[config.mk]
export PLATFORM = sky130hd
export DESIGN_NAME = line_bo_monitor
export DESIGN_NICKNAME = d
export VERILOG_FILES = /design/src/rtl/lbo_pkg.sv /design/src/rtl/lbo_peak_sampler.sv /design/src/rtl/lbo_judge.sv /design/src/rtl/lbo_ilim_map.sv /design/src/rtl/line_bo_monitor.sv
export SDC_FILE = /design/constraint.sdc
export NUM_CORES = 1
export LEC_CHECK = 0
export ABC_CLOCK_PERIOD_IN_PS = 42900
export CAP_MARGIN = 5
export CORE_ASPECT_RATIO = 1.25
export CORE_UTILIZATION = 36
export CTS_BUF_LIST = sky130_fd_sc_hd__clkbuf_4 sky130_fd_sc_hd__clkbuf_8
export CTS_CLUSTER_SIZE = 24
export DETAILED_ROUTE_END_ITERATION = 6
export PLACE_DENSITY_LB_ADDON = 0.12
export RECOVER_POWER = 25
export SYNTH_ARGS = -nofsm -noshare
export SYNTH_HDL_FRONTEND = slang
export SYNTH_SLANG_ARGS = --single-unit
[constraint.sdc]
create_clock -name clk -period 42.9 [get_ports clk]
set_input_delay 8.58 -clock clk [delete_from_list [all_inputs] [get_ports clk]]
set_output_delay 8.58 -clock clk [all_outputs]
set_load 0.01 [all_outputs]
[src/rtl/lbo_pkg.sv]
package lbo_pkg;
  typedef enum logic {
    LINE_OFF = 1'b0,
    LINE_ON  = 1'b1
  } line_state_e;
endpackage

[src/rtl/lbo_peak_sampler.sv]
module lbo_peak_sampler #(
  parameter int W         = 9,
  parameter int SAMPLE_N  = 220,
  parameter int SAMPLE_LL = 880,
  parameter int HOLD_CYC  = 650
) (
  input  logic         clk,
  input  logic         rst_n,
  input  logic         in_fire,
  input  logic [W-1:0] in_data,
  input  logic         light_load,
  output logic [W-1:0] held,
  output logic         upd
);
  localparam int WIN_MAX = (SAMPLE_LL > SAMPLE_N) ? SAMPLE_LL : SAMPLE_N;
  localparam int WCW     = $clog2(WIN_MAX + 1);
  localparam int HCW     = $clog2(HOLD_CYC + 1);

  logic [WCW-1:0] win_cnt, win_lim;
  logic [HCW-1:0] hold_cnt;
  logic [W-1:0]   cur_pk, cand, pk_q;
  logic           win_end;

  assign win_lim = light_load ? WCW'(SAMPLE_LL) : WCW'(SAMPLE_N);
  assign win_end = (win_cnt >= (win_lim - WCW'(1)));
  assign cand    = (in_fire && (in_data > cur_pk)) ? in_data : cur_pk;

  // window peak capture
  always_ff @(posedge clk) begin
    if (!rst_n) begin
      win_cnt <= '0;
      cur_pk  <= '0;
      pk_q    <= '0;
    end else if (win_end) begin
      pk_q    <= cand;
      cur_pk  <= '0;
      win_cnt <= '0;
    end else begin
      cur_pk  <= cand;
      win_cnt <= win_cnt + WCW'(1);
    end
  end

  // independent hold / update timer
  always_ff @(posedge clk) begin
    if (!rst_n) begin
      hold_cnt <= '0;
      held     <= '0;
      upd      <= 1'b0;
    end else if (hold_cnt == HCW'(HOLD_CYC - 1)) begin
      hold_cnt <= '0;
      held     <= pk_q;
      upd      <= 1'b1;
    end else begin
      hold_cnt <= hold_cnt + HCW'(1);
      upd      <= 1'b0;
    end
  end

  p_peak_covers_r2: assert property (@(posedge clk) disable iff (!rst_n)
    (in_fire && !win_end) |=> (cur_pk >= $past(in_data)));

  p_held_only_on_update_r4: assert property (@(posedge clk) disable iff (!rst_n)
    !upd |-> $stable(held));
endmodule

[src/rtl/lbo_judge.sv]
module lbo_judge
  import lbo_pkg::*;
#(
  parameter int W      = 9,
  parameter int BO_LVL = 144,
  parameter int BI_LVL = 161,
  parameter int DEB_N  = 75000,
  parameter int DEB_LL = 235000
) (
  input  logic         clk,
  input  logic         rst_n,
  input  logic [W-1:0] held,
  input  logic         upd,
  input  logic         light_load,
  output logic         pwm_en
);
  localparam int DEB_MAX          = (DEB_LL > DEB_N) ? DEB_LL : DEB_N;
  localparam int DCW              = $clog2(DEB_MAX + 1);
  localparam logic [W-1:0] BO_W   = W'(BO_LVL);
  localparam logic [W-1:0] BI_W   = W'(BI_LVL);

  line_state_e    st;
  logic [DCW-1:0] deb_cnt, deb_nxt, deb_lim;
  logic           below;

  assign below   = (held < BO_W);
  assign deb_lim = light_load ? DCW'(DEB_LL) : DCW'(DEB_N);
  assign deb_nxt = deb_cnt + DCW'(1);
  assign pwm_en  = (st == LINE_ON);

  always_ff @(posedge clk) begin
    if (!rst_n) begin
      st      <= LINE_OFF;
      deb_cnt <= '0;
    end else begin
      case (st)
        LINE_OFF: begin
          deb_cnt <= '0;
          if (upd && (held >= BI_W)) st <= LINE_ON;
        end
        default: begin
          if (!below) begin
            deb_cnt <= '0;
          end else if (deb_nxt >= deb_lim) begin
            st      <= LINE_OFF;
            deb_cnt <= '0;
          end else begin
            deb_cnt <= deb_nxt;
          end
        end
      endcase
    end
  end

  p_rise_needs_brownin_r5: assert property (@(posedge clk) disable iff (!rst_n)
    $rose(pwm_en) |-> ($past(held) >= BI_W));

  p_fall_needs_brownout_r6: assert property (@(posedge clk) disable iff (!rst_n)
    $fell(pwm_en) |-> ($past(held) < BO_W));
endmodule

[src/rtl/lbo_ilim_map.sv]
module lbo_ilim_map #(
  parameter int W       = 9,
  parameter int CW      = 9,
  parameter int LINE_LO = 122,
  parameter int LINE_HI = 366,
  parameter int ILIM_HI = 460,
  parameter int ILIM_LO = 390
) (
  input  logic          clk,
  input  logic          rst_n,
  input  logic [W-1:0]  held,
  output logic [CW-1:0] code
);
  localparam int SPAN = LINE_HI - LINE_LO;
  localparam int DROP = ILIM_HI - ILIM_LO;
  localparam logic [W-1:0]  LO_W  = W'(LINE_LO);
  localparam logic [W-1:0]  HI_W  = W'(LINE_HI);
  localparam logic [CW-1:0] CHI_W = CW'(ILIM_HI);
  localparam logic [CW-1:0] CLO_W = CW'(ILIM_LO);

  logic [31:0] offs, scaled;

  always_comb begin
    offs   = 32'(held) - 32'(LINE_LO);
    scaled = (offs * 32'(DROP)) / 32'(SPAN);
    if (held <= LO_W)      code = CHI_W;
    else if (held >= HI_W) code = CLO_W;
    else                   code = CW'(32'(ILIM_HI) - scaled);
  end

  p_code_in_clamps_r10: assert property (@(posedge clk) disable iff (!rst_n)
    (code >= CLO_W) && (code <= CHI_W));
endmodule

[src/rtl/line_bo_monitor.sv]
module line_bo_monitor #(
  parameter int W         = 9,
  parameter int CW        = 9,
  parameter int SAMPLE_N  = 220,
  parameter int SAMPLE_LL = 880,
  parameter int HOLD_CYC  = 650,
  parameter int BO_LVL    = 144,
  parameter int BI_LVL    = 161,
  parameter int DEB_N     = 75000,
  parameter int DEB_LL    = 235000,
  parameter int LINE_LO   = 122,
  parameter int LINE_HI   = 366,
  parameter int ILIM_HI   = 460,
  parameter int ILIM_LO   = 390
) (
  input  logic          clk,
  input  logic          rst_n,
  input  logic          line_valid,
  output logic          line_ready,
  input  logic [W-1:0]  line_data,
  input  logic          light_load,
  output logic          pwm_enable,
  output logic [CW-1:0] ilim_code
);
  logic [W-1:0] held;
  logic         upd;
  logic         in_fire;

  always_ff @(posedge clk) begin
    if (!rst_n) line_ready <= 1'b0;
    else        line_ready <= 1'b1;
  end

  assign in_fire = line_valid && line_ready;

  lbo_peak_sampler #(.W(W), .SAMPLE_N(SAMPLE_N), .SAMPLE_LL(SAMPLE_LL),
                     .HOLD_CYC(HOLD_CYC)) u_samp (
    .clk(clk), .rst_n(rst_n), .in_fire(in_fire), .in_data(line_data),
    .light_load(light_load), .held(held), .upd(upd));

  lbo_judge #(.W(W), .BO_LVL(BO_LVL), .BI_LVL(BI_LVL), .DEB_N(DEB_N),
              .DEB_LL(DEB_LL)) u_judge (
    .clk(clk), .rst_n(rst_n), .held(held), .upd(upd),
    .light_load(light_load), .pwm_en(pwm_enable));

  lbo_ilim_map #(.W(W), .CW(CW), .LINE_LO(LINE_LO), .LINE_HI(LINE_HI),
                 .ILIM_HI(ILIM_HI), .ILIM_LO(ILIM_LO)) u_map (
    .clk(clk), .rst_n(rst_n), .held(held), .code(ilim_code));

  p_ready_after_reset_r11: assert property (@(posedge clk) disable iff (!rst_n)
    $past(rst_n) |-> line_ready);
endmodule

==> reports/metrics.csv, run 1 <==
metric;value;unit
Ports;24;
Pwr Density;9.13;nW/um2
die width;167;um
Vias;13000;
sequential-to-total area share from yosys stat;0.111;
Initial DRT Pass Iterations;5;
status;finished clean;
Worst Skew;9.32;ps
remaining global-route overflow;0;
Syn Inst Count;1692;
Least-Margin Pin Slew;1160;ps
I/O Buffers;23;
Clock Latency Late Sink;340;ps
final cycle utilization of the critical path;0.734;
vias per inst;6.20;
Num CTS Buffers;9;
starting density of the core;0.367;
Async SR Flop Fraction;0;
core area;33600;um2
nature of the critical path startpoint;flip-flop;
Die ar.;35000;um2
Total GRT Usage;0.227;
mapped cell area;12300;um2
clock root buffer;clkbuf_8;
vias in the first global route;12500;
# nets final;1753;
Residual DRC;0;
first-pass GRT wire length;65800;um
Post-CTS Repair Setup Buffers;0;
setup violators final;0;
Slew Limit Fails;0;
layout cells sized above 1;0.0830;
largest net degree at the start of global routing;26;
Tmin final;31500;ps
Slew HR;0.217;
Max-Cap Viols;0;
CP Class;reg -> out;
Fillers;3656;
area of the multi-input gates;10500;um2
worst slack at placement;12200;ps
diodes inserted;0;
slowest CP cell;o21ai_1;
Worst EP required;34320;ps
Die Height;209;um
Crit Path Max Fanout;24;
CTS tree;done;
H-tree depth;3;
row cnt;75;
post-cts sizing count;0;
crit path capture type;primary output;
most used cell, CP;ha_1;
initial antenna violation count;0;
Post-Syn Area per Cell;7.28;um2
hold path depth;1;
Detail Route Antenna Nets;0;
Worst-path clk slew;70;ps
RSZ-0062 raised after global routing;no;
worst setup margin;11400;ps
Fin. Hold Viols;0;
Leak;4.54;nW
Crit path arrival time;22920;ps
clock sink count;68;
EDFF count, synth;0;
Synthesized Nets;1774;
RD Place Congestion;0.927;
Crit path largest cell delay;910;ps
total negative setup slack;0;ps
wirelength, routed;40500;um
synth unique cells;132;
Max Freq;31.7;MHz
Seq cells post-synth;68;
CTS Buffer Depth;2;
1st-iter DRT viols;880;
Post-CTS Hold Buffers;0;
Max VDD drop;0.0197;mV
DR WL/cell;19.3;um
Layout area overhead;6.01;%
r2r worst-path depth;21;
Top FF cell, synth;dfxtp_1;
Reg area;1360;um2
Ys Warns;0;
Hold Crit Class;reg -> reg;
dpl hpwl;32400;um
==> sequential cells by signal (all words and copies together), names as in the netlist <==
signal           count
u_judge.pwm_en       1
u_samp.win_cnt      10
u_samp.cur_pk        9
u_samp.pk_q          9
u_judge.deb_cnt     18
u_samp.held          9
u_samp.upd           1
line_ready           1
u_samp.hold_cnt     10
==> worst paths after layout <==
kind                            startpoint                              to  slack, ps
max            u_samp.held[1]$_SDFFE_PN0P_                    ilim_code[8]      11400
min           u_samp.win_cnt[0]$_SDFF_PP0_    u_samp.win_cnt[0]$_SDFF_PP0_        470
max reg2reg  u_judge.deb_cnt[0]$_SDFF_PP0_  u_judge.deb_cnt[12]$_SDFF_PP0_      38560
min reg2reg   u_samp.win_cnt[0]$_SDFF_PP0_    u_samp.win_cnt[0]$_SDFF_PP0_        470
==> layout make-up <==
cell class	instances	share of cell area
clock buffers	12	0.0126
well taps	423	0.0405
inverters	44	0.0126
flip-flops and latches	68	0.104
clock inverters	2	0.000767
repair buffers	36	0.0251
multi-input cells	1512	0.804
==> metrics by stage <==
stage	total power, mW	utilization	cell area (um2)	hold slack (ps)	instances
5_1_grt	0.125	0.389	13100	505	2097
6_report	0.119	0.389	13100	468	2097
3_5_place_dp	0.0732	0.383	12900	453	2083
3_3_place_gp	0.0731	0.383	12900	446	2083
4_1_cts	0.121	0.389	13100	469	2097
2_1_floorplan	0.0704	-	12300	426	1692
==> cells by family (layout without fill, tap and decap cells) <==
group / after synthesis / count (layout) / synth area share
compound gates: 511 / 511 / 0.314
xor+xnor: 155 / 155 / 0.116
fa+ha+maj: 70 / 70 / 0.0746
buf+inv: 112 / 94 / 0.0381
flops: 68 / 68 / 0.111
mux: 46 / 46 / 0.0391
simple gates: 730 / 730 / 0.308
==> power by group <==
group	switching [mW]	internal, mW	total (mW)
sequential	0.000714	0.0641	0.0648
clock	0.0228	0.0249	0.0477
combinational	0.00351	0.00327	0.00678
total	0.0270	0.0922	0.119
==> Yosys cell counts, drive strengths merged, types with 8 or more instances <==
cell type,n,share of area
nor2,199,0.063
nand2,150,0.047
a21oi,120,0.052
xnor2,96,0.071
nand3,79,0.032
o21ai,69,0.029
dfxtp,68,0.11
nor3,67,0.029
ha,63,0.064
xor2,59,0.045
clkbuf,43,0.013
inv,42,0.013
nand4,40,0.021
mux2i,38,0.031
o211ai,28,0.018
a21o,25,0.015
buf,25,0.011
and3,24,0.012
a211oi,23,0.015
a31oi,23,0.014
or2,20,0.011
or3,20,0.011
nor4,19,0.013
o31ai,19,0.012
o21a,18,0.011
nor2b,17,0.0086
and2,16,0.0084
o22ai,16,0.0081
or4,16,0.011
and4,15,0.011
nand2b,15,0.0082
a2111oi,12,0.011
a211o,12,0.0085
a22oi,11,0.0071
nor3b,11,0.0067
a21boi,10,0.0067
o2111ai,10,0.0090
o211a,10,0.0081
o31a,10,0.0071
o311a,9,0.0073
mux2,8,0.0076
o311ai,8,0.0069
==> worst max-delay path, delay by kind of cell (launching register included) <==
| kind | cells | cell delay, ps |
|---|---|---|
| AND/OR/NAND/NOR | 22 | 6850 |
| buffers and inverters | 3 | 1160 |
| flip-flops | 1 | 490 |
| XOR/XNOR | 7 | 1740 |
| adder cells (fa/ha/maj) | 6 | 2210 |
| multiplexers | 4 | 1570 |
| AO/OA/AOI/OAI | 24 | 8500 |
==> cells in the final DEF (no fill, tap or decap), types with 13 or more instances in the layout <==
cell type | synthesis | routed
nand2_1 | 146 | 146
ha_1 | 63 | 63
nor4_1 | 15 | 15
or3_1 | 19 | 19
o31ai_1 | 17 | 17
dfxtp_1 | 68 | 68
and3_1 | 24 | 24
a211oi_1 | 20 | 20
inv_1 | 42 | 42
o21ai_0 | 49 | 49
nand4_1 | 38 | 38
o22ai_1 | 16 | 16
buf_4 | 4 | 13
o21ai_1 | 17 | 17
o21a_1 | 17 | 17
nand2b_1 | 14 | 14
a31oi_1 | 19 | 19
clkdlybuf4s50_1 | 0 | 22
xor2_1 | 56 | 56
a21oi_1 | 111 | 111
nand3_1 | 79 | 79
nor2_1 | 195 | 195
o211ai_1 | 26 | 26
a21o_1 | 23 | 23
and4_1 | 15 | 15
nor3_1 | 63 | 63
or4_1 | 13 | 13
mux2i_1 | 36 | 36
xnor2_1 | 91 | 90
nor2b_1 | 17 | 17
==> layer usage <==
metal | up-vias | global-route usage | wire (um)
met3 | 101 | 0.0186 | 1470
met1 | 6139 | 0.287 | 18100
met2 | 372 | 0.401 | 19600
li1 | 6382 | - | -
met5 | - | 0 | 0
met4 | 0 | 0.0807 | 1300
(Power assumes the default switching activity.)
==> run 2, diff against run 1 <==
--- a/config.mk
+++ b/config.mk
@@ -5,7 +5,7 @@
 export SDC_FILE = /design/constraint.sdc
 export NUM_CORES = 1
 export LEC_CHECK = 0
-export ABC_CLOCK_PERIOD_IN_PS = 42900
+export ABC_CLOCK_PERIOD_IN_PS = 32000
 export CAP_MARGIN = 5
 export CORE_ASPECT_RATIO = 1.25
 export CORE_UTILIZATION = 36
==> constraint.sdc (replaced) <==
create_clock -name clk -period 32 [get_ports clk]
set_input_delay 6.4 -clock clk [delete_from_list [all_inputs] [get_ports clk]]
set_output_delay 6.4 -clock clk [all_outputs]
set_load 0.01 [all_outputs]
==> run 2 against run 1 <==
- combinational power grew 33%
- global-route usage grew 0.15 points
- sequential share of layout area is essentially flat
- final cell count is essentially flat
- count of clock-buffer cells in the layout is the same
- clock skew is essentially flat
- register-to-register slack lost 11000 ps
- worst setup slack lost 8600 ps
- clock power grew 65%
- design area grew 0.38%
- non-clock buffer count is the same
- critical endpoint unchanged
- largest cell class unchanged
- highest routed layer unchanged
==> reports/metrics.csv, run 2 (synthesis gave the netlist of run 1 again) <==
metric;value;unit;change
status;finished clean;;unchanged
reg2reg setup slack;27660;ps;was 38560 ps
I/O Buffers;23;;unchanged
Hold Crit Class;reg -> reg;;unchanged
reg2reg start;u_judge.deb_cnt[0]$_SDFF_PP0_;;unchanged
die width;167;um;unchanged
Worst EP required;25600;ps;was 34320 ps
Ports;24;;unchanged
starting density of the core;0.367;;unchanged
slowest CP cell;o21ai_1;;unchanged
core area;33600;um2;unchanged
Vias;13100;;was 13000
nature of the critical path startpoint;flip-flop;;unchanged
Post-CTS Hold Buffers;0;;unchanged
Tmin final;29240;ps;
clock sink count;68;;unchanged
commonest non-fill, non-tap cell in the layout;nor2_1;;unchanged
CP Class;reg -> out;;unchanged
remaining global-route overflow;0;;unchanged
final cycle utilization of the critical path;0.914;;
CTS tree;done;;unchanged
Top Family by Delay on Critical Path;compound AO/OA/AOI/OAI gates;;unchanged
Clock Latency Late Sink;340;ps;about the same
Reg with most FFs;u_judge.deb_cnt;;unchanged
RSZ-0062 raised after global routing;no;;unchanged
Total GRT Usage;0.229;;was 0.227
HP Start;u_samp.win_cnt[0]$_SDFF_PP0_;;unchanged
Max Freq;34.2;MHz;
Slew HR;0.304;;was 0.217
initial antenna violation count;0;;unchanged
vias in the first global route;12600;;was 12500
CP bufs+invs;3;;unchanged
DR WL/cell;19.4;um;was 19.3 um
Die ar.;35000;um2;unchanged
Layout area overhead;6.42;%;was 6.01%
top flop regs;u_judge.deb_cnt (18), u_samp.hold_cnt (10), u_samp.win_cnt (10);;unchanged
Pwr Density;13.3;nW/um2;was 9.13 nW/um2
Max VDD drop;0.0300;mV;was 0.0197 mV
1st-iter DRT viols;976;;was 880
RD Place Congestion;0.926;;was 0.927
vias per inst;6.22;;was 6.20
Detail Route Antenna Nets;0;;unchanged
Crit Path Max Fanout;24;;unchanged
layout cells sized above 1;0.0841;;was 0.0830
Crit path arrival time;22840;ps;was 22920 ps
reg-to-reg endpoint;u_judge.deb_cnt[15]$_SDFF_PP0_;;was u_judge.deb_cnt[12]$_SDFF_PP0_
total negative setup slack;0;ps;unchanged
# nets final;1753;;unchanged
post-layout util;0.390;;was 0.389
Num CTS Buffers;9;;unchanged
diodes inserted;0;;unchanged
Least-Margin Pin Slew;1040;ps;was 1160 ps
Die Height;209;um;unchanged
Worst-path clk slew;70;ps;about the same
most used cell, CP;ha_1;;unchanged
first-pass GRT wire length;65900;um;was 65800 um
Fin. Hold Viols;0;;unchanged
clock root buffer;clkbuf_8;;unchanged
Max-Cap Viols;0;;unchanged
row cnt;75;;unchanged
most frequent cells in the layout;nor2_1 (195), nand2_1 (146), a21oi_1 (111);;unchanged
crit path capture type;primary output;;unchanged
max reg flops;18;;unchanged
hold path depth;1;;unchanged
Leak;4.56;nW;was 4.54 nW
Post-CTS Repair Setup Buffers;0;;unchanged
Worst Skew;9.10;ps;was 9.32 ps
Crit path largest cell delay;920;ps;was 910 ps
Hold EP;u_samp.win_cnt[0]$_SDFF_PP0_;;unchanged
post-cts sizing count;0;;unchanged
wirelength, routed;40800;um;was 40500 um
Residual DRC;0;;unchanged
r2r worst-path depth;21;;unchanged
CTS Buffer Depth;2;;unchanged
setup violators final;0;;unchanged
Slew Limit Fails;0;;unchanged
largest net degree at the start of global routing;26;;unchanged
dpl hpwl;32700;um;was 32400 um
H-tree depth;3;;unchanged
Initial DRT Pass Iterations;7;;was 5
run 2: through the flow:
step	hold slack [ps]	std cells	instance area [um2]	total power, mW	worst slack (ps)
after global routing	500	2099	13100	0.183	934
after global placement	446	2083	12900	0.0980	3930
final	464	2099	13100	0.175	2760
after floorplan	426	1692	12300	0.0943	8270
after CTS	469	2099	13100	0.178	3030
after detailed placement	454	2083	12900	0.0981	3480
run 2: routing by layer:
metal | track usage | routed length, um | vias up | part of all wire
met5 | 0 | 0 | - | 0
met4 | 0.0867 | 1230 | 0 | 0.030
met3 | 0.0178 | 1780 | 84 | 0.044
met2 | 0.406 | 20000 | 434 | 0.49
met1 | 0.285 | 17800 | 6173 | 0.44
li1 | - | - | 6371 | -
run 2: worst max-delay path by stage:
stage	start	endpoint	slack [ps]	depth (start not counted)
after floorplan	u_samp.held[1]$_SDFFE_PN0P_	ilim_code[8]	8270	75
after global placement	u_samp.held[1]$_SDFFE_PN0P_	ilim_code[8]	3930	66
after detailed placement	u_samp.held[1]$_SDFFE_PN0P_	ilim_code[8]	3480	66
after CTS	u_samp.held[1]$_SDFFE_PN0P_	ilim_code[8]	3030	66
after global routing	u_samp.held[1]$_SDFFE_PN0P_	ilim_code[8]	930	65
final	u_samp.held[1]$_SDFFE_PN0P_	ilim_code[8]	2760	66
run 2: worst register-to-register path, stage by stage (launching register included):
cell and delay (ps):
dfxtp_1 400, ha_1 240, and3_1 230, and4_1 320, nand2_1 100, xnor2_1 200, ha_1 280, nor2_1 90
nor2_1 40, o21ai_0 140, o21ai_0 110, a41oi_1 220, a21oi_1 60, nor2_1 100, o21ai_0 80, a21o_1 190
a211o_1 290, a21oi_1 170, o21bai_1 140, inv_1 70, nand3_1 500, nor2b_1 270
run 2: power by group:
| group | internal, mW | total (mW) | switching [mW] |
|---|---|---|---|
| logic | 0.00439 | 0.00905 | 0.00466 |
| clock network | 0.0476 | 0.0789 | 0.0313 |
| registers | 0.0859 | 0.0868 | 0.000989 |
run 2: final cells by class:
class | instances | area (um2)
Clock buffer | 12 | 153
Clock inverter | 4 | 72.6
Fill cell | 3683 | 20500
Inverter | 44 | 165
Multi-Input combinational cell | 1512 | 10500
Sequential cell | 68 | 1360
Tap cell | 423 | 529
Timing Repair Buffer | 36 | 328
